$ cat config.mk
export PLATFORM = sky130hd
export DESIGN_NAME = irq_ctrl
export DESIGN_NICKNAME = d
export VERILOG_FILES = /design/src/rtl/irq_ctrl_pkg.sv /design/src/rtl/irq_ctrl_cfg_regs.sv /design/src/rtl/irq_ctrl_status.sv /design/src/rtl/irq_ctrl_req.sv /design/src/rtl/irq_ctrl.sv
export SDC_FILE = /design/constraint.sdc
export NUM_CORES = 1
export LEC_CHECK = 0
export ABC_AREA = 1
export BUFFER_PORTS_ARGS = -buffer_cell sky130_fd_sc_hd__buf_2
export CAP_MARGIN = 5
export CORE_UTILIZATION = 49
export DETAILED_ROUTE_END_ITERATION = 12
export PLACE_DENSITY = 0.84
export SETUP_SLACK_MARGIN = 0.2
export SYNTH_ARGS = -nofsm -noshare
export SYNTH_HDL_FRONTEND = slang
export SYNTH_SLANG_ARGS = --single-unit
$ cat constraint.sdc
create_clock -name clk -period 0.9 [get_ports clk]
set_input_delay 0.18 -clock clk [delete_from_list [all_inputs] [get_ports clk]]
set_output_delay 0.18 -clock clk [all_outputs]
set_load 0.01 [all_outputs]
$ cat src/rtl/irq_ctrl_pkg.sv
package irq_ctrl_pkg;

   localparam int unsigned SEL_W = 2;

   typedef enum logic [SEL_W-1:0] {
      SEL_MASK = 2'd0,
      SEL_PRIO = 2'd1,
      SEL_STAT = 2'd2,
      SEL_NONE = 2'd3
   } irq_sel_e;

endpackage

$ cat src/rtl/irq_ctrl_cfg_regs.sv
module irq_ctrl_cfg_regs #(
   parameter int unsigned NUM_LINES = 32,
   parameter int unsigned DATA_W    = 32
) (
   input  logic                 clk,
   input  logic                 rst_n,
   input  logic                 wr_mask,
   input  logic                 wr_prio,
   input  logic [DATA_W-1:0]    wdata,
   output logic [NUM_LINES-1:0] mask_q,
   output logic [DATA_W-1:0]    prio_q
);

   always_ff @(posedge clk or negedge rst_n) begin
      if (!rst_n) begin
         mask_q <= '0;
      end else if (wr_mask) begin
         mask_q <= wdata[NUM_LINES-1:0];
      end
   end

   // priority word: plain storage, read back through the port only
   always_ff @(posedge clk or negedge rst_n) begin
      if (!rst_n) begin
         prio_q <= '0;
      end else if (wr_prio) begin
         prio_q <= wdata;
      end
   end

endmodule

$ cat src/rtl/irq_ctrl_status.sv
module irq_ctrl_status #(
   parameter int unsigned NUM_LINES  = 32,
   parameter int unsigned NUM_BYPASS = 2
) (
   input  logic                 clk,
   input  logic                 rst_n,
   input  logic [NUM_LINES-1:0] irq_lines,
   input  logic [NUM_LINES-1:0] mask_q,
   input  logic                 sw_wr,
   input  logic [NUM_LINES-1:0] sw_data,
   output logic [NUM_LINES-1:0] status_q
);

   logic [NUM_LINES-1:0] accept;

   for (genvar i = 0; i < NUM_LINES; i++) begin : g_bit
      if (i < NUM_BYPASS) begin : g_bypass
         assign accept[i] = irq_lines[i];
      end else begin : g_masked
         assign accept[i] = irq_lines[i] & mask_q[i];
      end

      // an assertion beats a software write landing on the same bit
      always_ff @(posedge clk or negedge rst_n) begin
         if (!rst_n) begin
            status_q[i] <= 1'b0;
         end else if (accept[i]) begin
            status_q[i] <= 1'b1;
         end else if (sw_wr) begin
            status_q[i] <= sw_data[i];
         end
      end
   end

endmodule

$ cat src/rtl/irq_ctrl_req.sv
module irq_ctrl_req #(
   parameter int unsigned NUM_LINES = 32
) (
   input  logic                 clk,
   input  logic                 rst_n,
   input  logic [NUM_LINES-1:0] status_q,
   input  logic [NUM_LINES-1:0] irq_lines,
   input  logic                 core_ie,
   input  logic                 exc_pending,
   output logic                 exc_req,
   output logic                 doze_clr,
   output logic                 sleep_clr
);

   logic req_d;
   logic wake_d;

   assign req_d  = core_ie && !exc_pending && (|status_q);
   assign wake_d = |irq_lines;

   always_ff @(posedge clk or negedge rst_n) begin
      if (!rst_n) begin
         exc_req   <= 1'b0;
         doze_clr  <= 1'b0;
         sleep_clr <= 1'b0;
      end else begin
         exc_req   <= req_d;
         doze_clr  <= wake_d;
         sleep_clr <= wake_d;
      end
   end

endmodule

$ cat src/rtl/irq_ctrl.sv
module irq_ctrl #(
   parameter int unsigned NUM_LINES  = 32,
   parameter int unsigned DATA_W     = 32,
   parameter int unsigned NUM_BYPASS = 2
) (
   input  logic                  clk,
   input  logic                  rst_n,
   input  logic [NUM_LINES-1:0]  irq_lines,
   input  logic [1:0]            reg_sel,
   input  logic                  reg_we,
   input  logic [DATA_W-1:0]     reg_wdata,
   output logic [DATA_W-1:0]     reg_rdata,
   input  logic                  core_ie,
   input  logic                  exc_pending,
   output logic                  exc_req,
   output logic                  doze_clr,
   output logic                  sleep_clr
);
   import irq_ctrl_pkg::*;

   if (NUM_LINES < 1) begin : g_bad_lines
      $error("irq_ctrl: NUM_LINES must be at least 1");
   end
   if (DATA_W < NUM_LINES) begin : g_bad_width
      $error("irq_ctrl: DATA_W must cover NUM_LINES");
   end
   if (NUM_BYPASS > NUM_LINES) begin : g_bad_bypass
      $error("irq_ctrl: NUM_BYPASS exceeds NUM_LINES");
   end

   irq_sel_e             sel;
   logic                 wr_mask;
   logic                 wr_prio;
   logic                 wr_stat;
   logic [NUM_LINES-1:0] mask_q;
   logic [DATA_W-1:0]    prio_q;
   logic [NUM_LINES-1:0] status_q;

   assign sel     = irq_sel_e'(reg_sel);
   assign wr_mask = reg_we && (sel == SEL_MASK);
   assign wr_prio = reg_we && (sel == SEL_PRIO);
   assign wr_stat = reg_we && (sel == SEL_STAT);

   irq_ctrl_cfg_regs #(
      .NUM_LINES (NUM_LINES),
      .DATA_W    (DATA_W)
   ) u_cfg (
      .clk     (clk),
      .rst_n   (rst_n),
      .wr_mask (wr_mask),
      .wr_prio (wr_prio),
      .wdata   (reg_wdata),
      .mask_q  (mask_q),
      .prio_q  (prio_q)
   );

   irq_ctrl_status #(
      .NUM_LINES  (NUM_LINES),
      .NUM_BYPASS (NUM_BYPASS)
   ) u_status (
      .clk       (clk),
      .rst_n     (rst_n),
      .irq_lines (irq_lines),
      .mask_q    (mask_q),
      .sw_wr     (wr_stat),
      .sw_data   (reg_wdata[NUM_LINES-1:0]),
      .status_q  (status_q)
   );

   irq_ctrl_req #(
      .NUM_LINES (NUM_LINES)
   ) u_req (
      .clk         (clk),
      .rst_n       (rst_n),
      .status_q    (status_q),
      .irq_lines   (irq_lines),
      .core_ie     (core_ie),
      .exc_pending (exc_pending),
      .exc_req     (exc_req),
      .doze_clr    (doze_clr),
      .sleep_clr   (sleep_clr)
   );

   always_comb begin
      case (sel)
         SEL_MASK: reg_rdata = DATA_W'(mask_q);
         SEL_PRIO: reg_rdata = prio_q;
         SEL_STAT: reg_rdata = DATA_W'(status_q);
         default:  reg_rdata = '0;
      endcase
   end

endmodule

==> impl_metrics.toml, run 1 <==
[placement]
numPortBuffers = 105
dp.cells = 780
place_hpwl_um = 9260
place_ws_ns = -0.481
gp_congestion = 0.809

[critical_path]
cp.required_ns = 0.72
startpoint = "u_status.status_q[19]$_DFFE_PN0P_"
crit_end = "reg_rdata[19]"
worstPathCellList = "inv_2 > o211ai_1 > buf_2"
worstSetupEndpointType = "output port"
max_stage_delay_ns = 0.45
r2r_setup_slack_ns = -0.58
cp.arrival_ns = 1.41
path_class = "register to output port"
rr_worst_depth = 6
r2r-end = "u_req.exc_req$_DFF_PN0_"
r2r_start = "u_status.status_q[31]$_DFFE_PN0P_"
slowest_stage = "dfrtp_1"
worstPathMaxFanout = 2
setup.worst_path.start_class = "register"

[die]
initial_core_util_pct = 51.4
die_h_um = 98.5
rows = 34
die_w_um = 98.5
dieArea_mm2 = 0.00971
coreArea_mm2 = 0.00889
io_pins = 106

[logic_synthesis]
synth.area.top_cells = "dfrtp_1 54%, nand2_1 12%, o21ai_1 8.8%"
yosysUniqueCellTypes = 18
synth_top_flop_cell = "dfrtp_1"
synth_top_area_share_pct = 53.7
synth_seq_cells = 98
avgSynthCellArea_um2 = 8.35
synth_area_mm2 = 0.00457
synth_edf_count = 0
syn_inst = 547
ys_top_cells_by_count = "144 x nand2_1, 98 x dfrtp_1, 80 x o21ai_1"
synthArstFlopShare_pct = 100
syn_nets = 618
yosys.area.top_type = "dfrtp_1"
synth.most_common_cell = "nand2_1"
yosysWarnings = 0
ys_seq_area_share_pct = 53.7

[timing]
timing.hold.ws_ns = -0.345
fin_crit_sh_pct = 176
fin_skew_ns = 0.0120
finalHoldViolCount = 98
fin_ws_ns = -0.687
max_freq_mhz = 630
drv_slew = 0
relSlewSlack_pct = 69.6
period_needed_ns = 1.59
tightest_slew_ns = 0.454
setup_viol = 93
rsz0062_at_grt = "true"

[final_layout]
drive_above_1_share_pct = 59.6
fill_cells = 283
layout.cells.non_filler = 900
num_antenna_cells = 0
num-nets-final = 858
area_growth_pct = 78.3

[power]
ir_drop_mv = 1.36
power.density_mw_per_mm2 = 1770
power.static_leakage_nw = 3.82
fin_total_pwr_w = 0.0144

[cts]
htreeDepth = 3
cts.sinks = 98
cts_tree = "built"
path_clk_slew_ns = 0.11
cts_buffers = 9
clk_latency_ns = 0.41
clk_path_buf_depth = 2
clockRootBuffer = "clkbuf_8"

[global_route]
antenna_found_initial = 0
grt_max_degree = 33
grt_pass1_wl_um = 30000
grtUsageTotal_pct = 41.1
first_global_vias = 5769
grt-ovfl-total = 0

[detailed_routing]
drt-met1-wl_um = 8080
post_drt_wl_per_cell_um = 29.8
wl_met2_um = 11500
drt-pass1-iter-count = 12
top_layer = "met5"
via_count = 6380
wl_um = 26800
route.met3.wl_um = 3990
drt_iter0_markers = 746
antenna_left = 0
drc_errors = 3
via_per_inst = 7.09

[status]
violations = "DRC, hold timing, setup timing"
outcome = "finished with violations"

[hold_path]
hold_path.class = "input port to asynchronous set/reset pin"

[run]
cap_violations = 0
==> worst min path at each step <==
stage | start | to | slack [ns] | cells past startpoint
finish | rst_n | u_cfg.prio_q[31]$_DFFE_PN0P_ | -0.34 | 1
global placement | rst_n | u_status.status_q[31]$_DFFE_PN0P_ | 0.09 | 1
detailed placement | rst_n | u_cfg.mask_q[30]$_DFFE_PN0P_ | 0.09 | 1
global route | rst_n | u_cfg.mask_q[30]$_DFFE_PN0P_ | -0.34 | 1
floorplan | rst_n | u_cfg.mask_q[0]$_DFFE_PN0P_ | -0.12 | 0
CTS | rst_n | u_cfg.mask_q[30]$_DFFE_PN0P_ | -0.31 | 1
==> cell families (layout without fill, tap and decap cells) <==
logic type / after synthesis / in the layout / synth area share, %
AND/OR/NAND/NOR: 196 / 204 / 17.0
AO/OA/AOI/OAI: 158 / 158 / 20.6
flip-flops: 98 / 98 / 53.7
buffers and inverters: 95 / 332 / 8.71
==> where the power goes <==
part / switching [W] / internal (W) / total, W
clock: 0.00180 / 0.00131 / 0.00311
combinational: 0.00273 / 0.00257 / 0.00530
sequential: 0.000877 / 0.00514 / 0.00602
total: 0.00541 / 0.00902 / 0.0144
==> registers in the layout (all words and copies together) (netlist names) <==
name and flops:
u_req.doze_clr 1, u_cfg.mask_q 32, u_req.exc_req 1, u_status.status_q 32, u_cfg.prio_q 32
==> layer usage <==
metal  GRT usage (%)  vias up
met5               0        -
met4            34.0        2
met3            10.3      349
met2            68.7      796
met1            44.2     2936
li1                -     2297
==> timing repair <==
action,4_1_cts,5_1_grt
cloned,15,5
pin swaps,54,44
gates resized for setup,165,170
endpoints found under the setup margin,132,128
buffers inserted,46,38
hold endpoints to repair,66,39
==> worst max-delay path, delay by kind of cell (launching register included) <==
kind	cells	cell delay, ns
flops	1	0.45
compound gates	1	0.28
buf+inv	2	0.27
==> layout make-up <==
cell class                      instances  area [µm²]  area share, %
Timing Repair Buffer                  249        2370           29.2
Clock inverter                          5        62.6          0.768
Tap cell                              108         135           1.66
Clock buffer                           11         131           1.61
Inverter                               67         293           3.60
Sequential cell                        98        2460           30.2
Multi-Input combinational cell        362        2680           33.0
==> stage by stage <==
| stage | area, µm² | setup TNS [ns] | utilization [%] |
|---|---|---|---|
| after floorplan | 4750 | 0 | - |
| after global placement | 5700 | -46.22 | 64.1 |
| after detailed placement | 5700 | -49.40 | 64.1 |
| after CTS | 7130 | -15.66 | 80.1 |
| after global routing | 8140 | -24.42 | 91.6 |
| final | 8140 | -23.08 | 91.6 |
==> placed cells by master (no fill, tap or decap), types with 29 or more instances in the layout <==
cell      count
inv_1        39
nand2_1      72
o21ai_2      45
buf_4        68
nor2_1       29
dfrtp_1      91
nand2_4      31
o21ai_1      45
buf_6        42
buf_2        98
nand2_2      40
o211ai_1     30
Note: power is estimated with default switching activity, not from simulation.
==> run 2, diff against run 1 <==
--- a/config.mk
+++ b/config.mk
@@ -9,4 +9,5 @@
 export BUFFER_PORTS_ARGS = -buffer_cell sky130_fd_sc_hd__buf_2
 export CAP_MARGIN = 5
+export CORE_ASPECT_RATIO = 1.4
 export CORE_UTILIZATION = 49
 export DETAILED_ROUTE_END_ITERATION = 12
==> constraint.sdc (replaced) <==
create_clock -name clk -period 0.9 [get_ports clk]
set_input_delay 0.18 -clock clk [delete_from_list [all_inputs] [get_ports clk]]
set_output_delay 0.18 -clock clk [all_outputs]
set_load 0.02 [all_outputs]
==> run 2 against run 1 <==
Against the previous run: the flow now stops in global routing; area after synthesis is the same; synthesized cell count unchanged.
==> impl_metrics.toml, run 2 <==
[status]
outcome = "aborted with a tool error"
stop_stage = "global routing"
firstError = "[ERROR GRT-0232] Routing congestion too high. Check the congestion heatmap in the GUI."

[logic_synthesis]
yosys.area.top_type = "dfrtp_1"
synth_seq_cells = 98
yosysUniqueCellTypes = 18
synth.area.top_cells = "dfrtp_1 54%, nand2_1 12%, o21ai_1 8.8%"
avgSynthCellArea_um2 = 8.35
synth_top_area_share_pct = 53.7
synth_edf_count = 0
synth.most_common_cell = "nand2_1"
synth_area_mm2 = 0.00457
yosysWarnings = 0
synthArstFlopShare_pct = 100
ys_seq_area_share_pct = 53.7
syn_inst = 547
ys_top_cells_by_count = "144 x nand2_1, 98 x dfrtp_1, 80 x o21ai_1"
synth_top_flop_cell = "dfrtp_1"
syn_nets = 618

[placement]
place_area_mm2 = 0.00579
place_ws_ns = -0.477
place_hpwl_um = 9220
numPortBuffers = 105
gp_congestion = 0.842

[global_route]
grt_max_degree = 42
grt-ovfl-total = 651
grtUsageTotal_pct = 94.4

[cts]
cts.sinks = 98
clockRootBuffer = "clkbuf_16"
htreeDepth = 3
cts_buffers = 9
clk_path_buf_depth = 2

[die]
io_pins = 106
rows = 41
die_w_um = 83.6
initial_core_util_pct = 50.6
die_h_um = 116

[timing]
worst-ep-kind = "top-level output"
grt-worst-endpoint = "reg_rdata[19]"
==> run 2: repair_timing <==
item	in CTS
endpoints found under the setup margin	132
endpoints found under the hold margin	98
cloned	28
pin swaps	52
hold buffers	1
gates resized for setup	258
setup buffers	55
==> run 2: logic make-up after synthesis <==
| kind of cell | share of synthesized area [%] |
|---|---|
| AO/OA/AOI/OAI | 20.6 |
| buffers and inverters | 8.71 |
| flip-flops | 53.7 |
| AND/OR/NAND/NOR | 17.0 |
==> run 2: layer usage <==
metal	track usage [%]	overflow
met1	85.1	3
met2	123	446
met3	68.5	9
met4	118	193
met5	10.1	0
==> run 2: per-stage QoR <==
stage          hold slack (ns)  instances
2_1_floorplan           -0.116        547
3_3_place_gp            0.0146        782
3_5_place_dp            0.0181        782
4_1_cts                 0.0537        882
==> run 3, diff against run 2 <==
- CORE_ASPECT_RATIO: 1.4 -> unset
- CORE_UTILIZATION: 49 -> 40
- PLACE_DENSITY: 0.84 -> unset
- PLACE_DENSITY_LB_ADDON: unset -> 0.15
- SETUP_SLACK_MARGIN: 0.2 -> unset
- clock period: 0.9 -> 1.2 ns (I/O delays scaled with it)
==> run 3 against run 2 <==
Against the previous run: the flow now finishes, with violations (setup timing).
==> impl_metrics.toml, run 3 (synthesized netlist as in run 1, its figures left out) <==
[placement]
gp_congestion = 0.796
numPortBuffers = 105
place_hpwl_um = 8790
dp.cells = 788

[cts]
clockRootBuffer = "clkbuf_16"
cts_tree = "built"
clk_path_buf_depth = 2
cts_buffers = 9
cts.sinks = 98
path_clk_slew_ns = 0.07
htreeDepth = 3
clk_latency_ns = 0.34

[status]
violations = "setup timing"
outcome = "finished with violations"

[timing]
finalHoldViolCount = 0
tightest_slew_ns = 0.225
max_freq_mhz = 719
setup_tns_ns = -4.60
period_needed_ns = 1.39
fin_skew_ns = 0.00547
fin_ws_ns = -0.192
setup_viol = 33
fin_crit_sh_pct = 116
rsz0062_at_grt = "true"
relSlewSlack_pct = 85.0
drv_slew = 0

[critical_path]
slowest_stage = "dfrtp_1"
max_stage_delay_ns = 0.36
path_delay_family = "flip-flops"
worstPathCellList = "inv_1 > o211ai_1 > buf_4"
cp.arrival_ns = 1.15
cp.depth = 3
worstSetupEndpointType = "output port"
worstPathMaxFanout = 2
crit_buf_inv = 2
rr_worst_depth = 8
cp.required_ns = 0.96
path_class = "register to output port"
setup.worst_path.start_class = "register"

[die]
rows = 38
coreArea_mm2 = 0.0110
die_h_um = 109
dieArea_mm2 = 0.0118
die_w_um = 109
io_pins = 106
initial_core_util_pct = 41.6

[power]
power.static_leakage_nw = 3.08
power.density_mw_per_mm2 = 1550
ir_drop_mv = 0.894

[final_layout]
layout_common_cells = "141 x nand2_1, 98 x dfrtp_1, 80 x o21ai_1"
layout.cells.non_filler = 844
reg_top3 = "u_cfg.mask_q x32, u_cfg.prio_q x32, u_status.status_q x32"
drive_above_1_share_pct = 32.9
num-nets-final = 769
area_growth_pct = 36.7
final_common_cell = "nand2_1"

[hold_path]
whs_path_depth = 4
hold_path.class = "input port to register"

[detailed_routing]
wl_um = 12800
post_drt_wl_per_cell_um = 15.2
drt-pass1-iter-count = 5
via_per_inst = 5.15
drt_iter0_markers = 233
via_count = 4348
antenna_left = 0
drc_errors = 0

[global_route]
grt-ovfl-total = 0
grt.met1_usage_pct = 29.7
grtUsageTotal_pct = 22.7
first_global_vias = 4202
grtUsageMet3_pct = 3.35
antenna_found_initial = 1
use_met2_pct = 37.7
grt.busiest_layer = "met2"
grt_pass1_wl_um = 20200
grt_max_degree = 39

[run]
cap_violations = 0
## run 3: worst paths after layout
kind                                             startpoint                           endpoint  slack, ns
min in group asynchronous                             rst_n  u_status.status_q[27]$_DFFE_PN0P_       0.30
max in group asynchronous                             rst_n  u_status.status_q[24]$_DFFE_PN0P_       0.45
setup reg to reg           u_status.status_q[1]$_DFFE_PN0P_            u_req.exc_req$_DFF_PN0_      -0.03
hold / removal                                  exc_pending            u_req.exc_req$_DFF_PN0_       0.12
setup / recovery           u_status.status_q[6]$_DFFE_PN0P_                       reg_rdata[6]      -0.19
hold reg to reg                 u_cfg.prio_q[1]$_DFFE_PN0P_        u_cfg.prio_q[1]$_DFFE_PN0P_       0.49
## run 3: worst min-delay path, cell delays in order
cell and delay, ns:
buf_2 0.07, inv_1 0.03, nand2_1 0.05, nor2_1 0.03
## run 3: layer usage
metal	vias to the layer above	share of wire, %
li1	2110	-
met1	2092	45
met2	128	49
met3	18	4.9
met4	0	1.7
met5	-	0
## run 3: per-stage QoR
stage	hold WS, ns	power (W)	util (%)	worst slack (ns)	instance area (µm²)
after floorplan	-0.0556	0.00529	-	0.0127	4570
final	0.117	0.00968	56.8	-0.192	6240
after global routing	0.135	0.0101	56.8	-0.244	6240
after detailed placement	0.114	0.00606	49.5	-0.187	5440
after global placement	0.114	0.00601	49.5	-0.179	5440
after CTS	0.119	0.00958	55.7	-0.194	6110
## run 3: report_power, final
group	internal (W)	leakage [nW]	switching (W)	total, W
Sequential	0.00386	1.16	0.000378	0.00424
Clock	0.00189	0.163	0.00126	0.00315
Combinational	0.00112	1.75	0.00117	0.00229
## run 3: what timing repair did
| item | in CTS | in global routing |
|---|---|---|
| cloned | 1 | 0 |
| hold endpoints to repair | 10 | 0 |
| setup buffers | 25 | 16 |
| hold buffers | 1 | 0 |
| setup endpoints to repair | 32 | 33 |
| resized for setup | 53 | 32 |
| pin swaps | 32 | 21 |
## run 3: layout make-up
cell class	count	area (µm²)
Fill cell	1027	4740
Sequential cell	98	2450
Multi-Input combinational cell	354	1760
Timing Repair Buffer	168	1270
Inverter	67	256
Clock buffer	10	239
Tap cell	140	175
Clock inverter	6	87.6
Antenna cell	1	2.50
